### src/rtl/exc_vector_base_pkg.sv
`timescale 1ns/1ps
package exc_vector_base_pkg;

    // State of the upper-bit gate as seen by the write path
    typedef enum logic {
        GATE_SHUT = 1'b0,
        GATE_OPEN = 1'b1
    } gate_e;

endpackage

### src/rtl/evb_gate_decode.sv
`timescale 1ns/1ps
module evb_gate_decode
    import exc_vector_base_pkg::*;
#(
    parameter bit GATE_IMPL = 1'b1
) (
    input  logic  stored_wg_i,
    output gate_e gate_o,
    output logic  wg_writable_o
);

    generate
        if (GATE_IMPL) begin : g_gate
            always_comb begin
                gate_o        = stored_wg_i ? GATE_OPEN : GATE_SHUT;
                wg_writable_o = 1'b1;
            end
        end else begin : g_no_gate
            logic unused_wg;
            always_comb begin
                unused_wg     = stored_wg_i;
                gate_o        = GATE_SHUT;
                wg_writable_o = 1'b0;
            end
        end
    endgenerate

endmodule

### src/rtl/evb_merge.sv
`timescale 1ns/1ps
module evb_merge
    import exc_vector_base_pkg::*;
#(
    parameter int UPPER_W = 21,
    parameter int PROT_W  = 2
) (
    input  logic [UPPER_W-1:0] cur_i,
    input  logic [UPPER_W-1:0] wr_i,
    input  gate_e              gate_i,
    input  logic               wg_writable_i,
    output logic [UPPER_W-1:0] nxt_o
);

    localparam int FREE_W = UPPER_W - PROT_W;

    always_comb begin
        nxt_o = cur_i;
        // middle field is always writable
        nxt_o[FREE_W-1:0] = wr_i[FREE_W-1:0];
        // protected top bits only pass when the stored gate is open
        if (gate_i == GATE_OPEN) begin
            nxt_o[UPPER_W-1:FREE_W] = wr_i[UPPER_W-1:FREE_W];
        end
        // gate bit is the lowest stored bit; forced to zero if absent
        if (!wg_writable_i) begin
            nxt_o[0] = 1'b0;
        end
    end

endmodule

### src/rtl/exc_vector_base.sv
`timescale 1ns/1ps
module exc_vector_base
    import exc_vector_base_pkg::*;
#(
    parameter int          XLEN       = 32,
    parameter int          CONST_W    = 11,
    parameter int          PROT_W     = 2,
    parameter bit          GATE_IMPL  = 1'b1,
    parameter logic [31:0] RESET_BASE = 32'h8000_0000
) (
    input  logic               clk_i,
    input  logic               rst_ni,
    input  logic               wr_en_i,
    input  logic [XLEN-1:0]    wr_data_i,
    input  logic [CONST_W-1:0] low_const_i,
    output logic [XLEN-1:0]    rd_data_o
);

    localparam int UPPER_W = XLEN - CONST_W;
    localparam int FREE_W  = UPPER_W - PROT_W;
    localparam logic [UPPER_W-1:0] RESET_UPPER =
        GATE_IMPL ? RESET_BASE[XLEN-1:CONST_W]
                  : (RESET_BASE[XLEN-1:CONST_W] & ~{{(UPPER_W-1){1'b0}}, 1'b1});

    typedef struct packed {
        logic [UPPER_W-1:0] upper;
    } state_t;

    state_t             st_d, st_q;
    gate_e              gate;
    logic               wg_writable;
    logic [UPPER_W-1:0] merged;

    evb_gate_decode #(
        .GATE_IMPL (GATE_IMPL)
    ) i_gate (
        .stored_wg_i   (st_q.upper[0]),
        .gate_o        (gate),
        .wg_writable_o (wg_writable)
    );

    evb_merge #(
        .UPPER_W (UPPER_W),
        .PROT_W  (PROT_W)
    ) i_merge (
        .cur_i         (st_q.upper),
        .wr_i          (wr_data_i[XLEN-1:CONST_W]),
        .gate_i        (gate),
        .wg_writable_i (wg_writable),
        .nxt_o         (merged)
    );

    always_comb begin
        st_d = st_q;
        if (wr_en_i) begin
            st_d.upper = merged;
        end
    end

    always_ff @(posedge clk_i) begin
        if (!rst_ni) begin
            st_q.upper <= RESET_UPPER;
        end else begin
            st_q <= st_d;
        end
    end

    assign rd_data_o = {st_q.upper, low_const_i};

    // closed gate: top bits held, middle loaded (also covers R5)
    assert_closed_keeps_top_R3: assert property (@(posedge clk_i) disable iff (!rst_ni)
        (wr_en_i && !rd_data_o[CONST_W]) |=>
            rd_data_o[XLEN-1:XLEN-PROT_W] == $past(rd_data_o[XLEN-1:XLEN-PROT_W]));

    assert_closed_loads_mid_R3: assert property (@(posedge clk_i) disable iff (!rst_ni)
        (wr_en_i && !rd_data_o[CONST_W]) |=>
            rd_data_o[XLEN-PROT_W-1:CONST_W+1] == $past(wr_data_i[XLEN-PROT_W-1:CONST_W+1]));

    assert_open_loads_all_R4: assert property (@(posedge clk_i) disable iff (!rst_ni)
        (wr_en_i && rd_data_o[CONST_W]) |=>
            rd_data_o[XLEN-1:CONST_W] == $past(wr_data_i[XLEN-1:CONST_W]));

    assert_idle_holds_R8: assert property (@(posedge clk_i) disable iff (!rst_ni)
        !wr_en_i |=> $stable(rd_data_o[XLEN-1:CONST_W]));

    generate
        if (!GATE_IMPL) begin : g_chk_nogate
            assert_wg_zero_R6: assert property (@(posedge clk_i) disable iff (!rst_ni)
                !rd_data_o[CONST_W]);
            assert_top_locked_R6: assert property (@(posedge clk_i) disable iff (!rst_ni)
                wr_en_i |=> $stable(rd_data_o[XLEN-1:XLEN-PROT_W]));
        end
    endgenerate

    initial begin
        assert (FREE_W > 1) else $error("field widths leave no middle field");
    end

endmodule

### config.mk
export PLATFORM = sky130hd
export DESIGN_NAME = exc_vector_base
export DESIGN_NICKNAME = d
export VERILOG_FILES = /design/src/rtl/exc_vector_base_pkg.sv /design/src/rtl/evb_gate_decode.sv /design/src/rtl/evb_merge.sv /design/src/rtl/exc_vector_base.sv
export SDC_FILE = /design/constraint.sdc
export NUM_CORES = 1
export LEC_CHECK = 0
export BUFFER_PORTS_ARGS = -buffer_cell sky130_fd_sc_hd__buf_2
export CELL_PAD_IN_SITES_DETAIL_PLACEMENT = 1
export CELL_PAD_IN_SITES_GLOBAL_PLACEMENT = 1
export CORE_ASPECT_RATIO = 1.4
export CORE_UTILIZATION = 29
export CTS_BUF_LIST = sky130_fd_sc_hd__clkbuf_8
export DETAILED_ROUTE_END_ITERATION = 8
export PLACE_DENSITY = 0.93
export SLEW_MARGIN = 20
export SYNTH_ARGS = -nofsm -noshare
export SYNTH_HDL_FRONTEND = slang
export SYNTH_SLANG_ARGS = --single-unit
### constraint.sdc
create_clock -name clk_i -period 1.5 [get_ports clk_i]
set_input_delay 0.225 -clock clk_i [delete_from_list [all_inputs] [get_ports clk_i]]
set_output_delay 0.225 -clock clk_i [all_outputs]
set_load 0.02 [all_outputs]
==> impl_metrics.tcl <==
set metrics [dict create \
    nets 162 \
    p_clk_share_pct 30.8 \
    synth_top_area_share_pct 45.3 \
    drc 0 \
    path_clk_slew_ps 80 \
    setup_tns_ps 0 \
    path_cells "buf_2" \
    max_freq_ghz 0.937 \
    antenna_found_initial 0 \
    swShare_pct 25.3 \
    dr.pass1.iters 2 \
    cts_buffer_depth 2 \
    p_switching_w 0.000291 \
    rows 23 \
    skew_ps 0.698 \
    cts_post_setup_buffers_inserted 0 \
    grt_pass1_wl_mm 3.07 \
    cp.arrival_ps 840 \
    ctsResizeCount 0 \
    overflow 0 \
    synth.top_cells.by_area "dfxtp_1 45%, mux2i_1 21%, nor2b_1 13%" \
    routedWlPerCell_um 13.4 \
    drive_above_1_share_pct 44.3 \
    slowest_stage "dfxtp_1" \
    crit_required_ps 1270 \
    critPathLaunchType "flop" \
    place_congestion 0.607 \
    grt_setup_unrepaired "false" \
    total_leakage_power_nw 0.570 \
    yosysTopAreaCell "dfxtp_1" \
    yosys-top-cells-count "21 x dfxtp_1, 19 x mux2i_1, 19 x nor2b_1" \
    finalPower_w 0.00115 \
    area_growth_pct 19.7 \
    die-area_um2 3430 \
    worst_pin_slew_ps 321 \
    start_util_pct 31.3 \
    critPathKind "reg -> out" \
    ant_nets 0 \
    ys_ff_latch 21 \
    yosysMostFrequentCell "dfxtp_1" \
    cts_tree "yes" \
    drt_iter0_markers 9 \
    comb_power_share_pct 16.5 \
    maxSlewViolCount 0 \
    coreArea_um2 2960 \
    top_regs "st_q x21" \
    peakVddDrop_mv 0.352 \
    max_stage_delay_ps 400 \
    dp_hpwl_mm 1.61 \
    synth.distinct_cells 14 \
    setup_viol 0 \
    outcome "completed" \
    relSlewSlack_pct 78.6 \
    cts_sinks 21 \
    ios 78 \
    fin_crit_sh_pct 71.1 \
    postSynthAreaPerCell_um2 11.2 \
    synth_area_um2 927 \
    cp_num_buf_inv 1 \
    finalWorstSetupSlack_ps 433 \
    pwr-share-seq_pct 52.7 \
    synth-seq-area-share_pct 45.3 \
    top_register "st_q" \
    grt_pass1_vias 717 \
    cts_made_buffers 3 \
    ctsHtreeMaxLevel 1 \
    die_h_um 68.9 \
    finalCriticalPeriod_ps 1070 \
    portBuffers 44 \
    internal_power_w 0.000859 \
    largest_reg_flops 21 \
    crit_fanout 5 \
    synth_edf_count 0 \
    finalHoldViolCount 0 \
    track_usage_pct 12.1 \
    root_buffer "clkbuf_8" \
    diodes 0 \
    synth_flop_cell "dfxtp_1" \
    hp-class "in -> reg" \
    cp-end-kind "primary output" \
    pre_cts_slack_ps 554 \
    ys_async_sr_fraction_pct 0 \
    vias 664 \
    finalWirelength_mm 2.04 \
    clock_latency_ps 250 \
    vias_per_cell 4.37 \
    dieWidth_um 49.8 \
    syn-num-nets 129 \
    yosys_warnings 0 \
    synthCells 83 \
    grt_max_degree 23 \
    maxCapViolations 0 \
    power.density_nw_per_um2 1040 \
    cp_top_family "flip-flops" \
    cts_hold_buf 0 \
]
==> routing by layer <==
| metal | part of all wire [%] | track usage, % | vias up |
|---|---|---|---|
| li1 | - | - | 324 |
| met1 | 37 | 10.5 | 308 |
| met2 | 58 | 26.9 | 32 |
| met3 | 5.3 | 1.97 | 0 |
| met4 | 0 | 4.29 | 0 |
| met5 | 0 | 0 | - |
==> final timing paths <==
path              cells past startpoint                     to             startpoint  slack (ps)
setup reg to reg                      2  st_q[20]$_SDFFE_PN1P_   st_q[0]$_SDFFE_PN0P_         720
hold reg to reg                       2  st_q[19]$_SDFFE_PN0P_  st_q[19]$_SDFFE_PN0P_         480
hold / removal                        3  st_q[10]$_SDFFE_PN0P_          wr_data_i[21]         230
setup / recovery                      1          rd_data_o[11]   st_q[0]$_SDFFE_PN0P_         430
==> power by group through the flow <==
stage               Combinational, W  Clock (W)  Sequential (W)
floorplan                   0.000132          0        0.000656
detailed placement          0.000194          0        0.000619
finish                      0.000190   0.000354        0.000606
CTS                         0.000194   0.000376        0.000606
global placement            0.000183          0        0.000616
global route                0.000206   0.000402        0.000610
==> layout by cell type (no fill, tap or decap) <==
cell,netlist,final
nand2_1,1,1
and2_4,1,1
buf_2,0,44
nand3_1,1,1
clkbuf_8,0,3
nor2b_1,19,19
mux2i_1,19,19
dfxtp_1,21,21
nand4_1,1,1
buf_12,2,1
inv_1,1,2
o21ai_2,1,1
o211ai_2,1,1
==> worst min-delay path: stages <==
cell and delay (ps):
buf_2 80, mux2i_1 60, nor2b_1 90
==> kinds of logic after synthesis <==
group / after synthesis / share of synthesized area [%]
buf+inv: 18 / 16.5
mux: 19 / 20.5
compound gates: 2 / 2.29
simple gates: 23 / 15.4
flops: 21 / 45.3
==> through the flow <==
| step | util [%] | hold slack, ps | area [µm²] | std cells |
|---|---|---|---|---|
| 2_1_floorplan | - | 376 | 927 | 83 |
| 3_3_place_gp | 35.9 | 447 | 1060 | 148 |
| 3_5_place_dp | 35.9 | 450 | 1060 | 148 |
| 4_1_cts | 37.4 | 225 | 1110 | 152 |
| 5_1_grt | 37.4 | 246 | 1110 | 152 |
| 6_report | 37.4 | 234 | 1110 | 152 |
==> area by class of cell <==
type / count / area (µm²)
multi-input combinational: 44 / 354
sequential: 21 / 420
timing repair buffer: 45 / 240
clock buffer: 3 / 41.3
tap: 37 / 46.3
inverter: 1 / 3.75
fill: 354 / 1850
clock inverter: 1 / 3.75
Note: power is estimated with default switching activity, not from simulation.
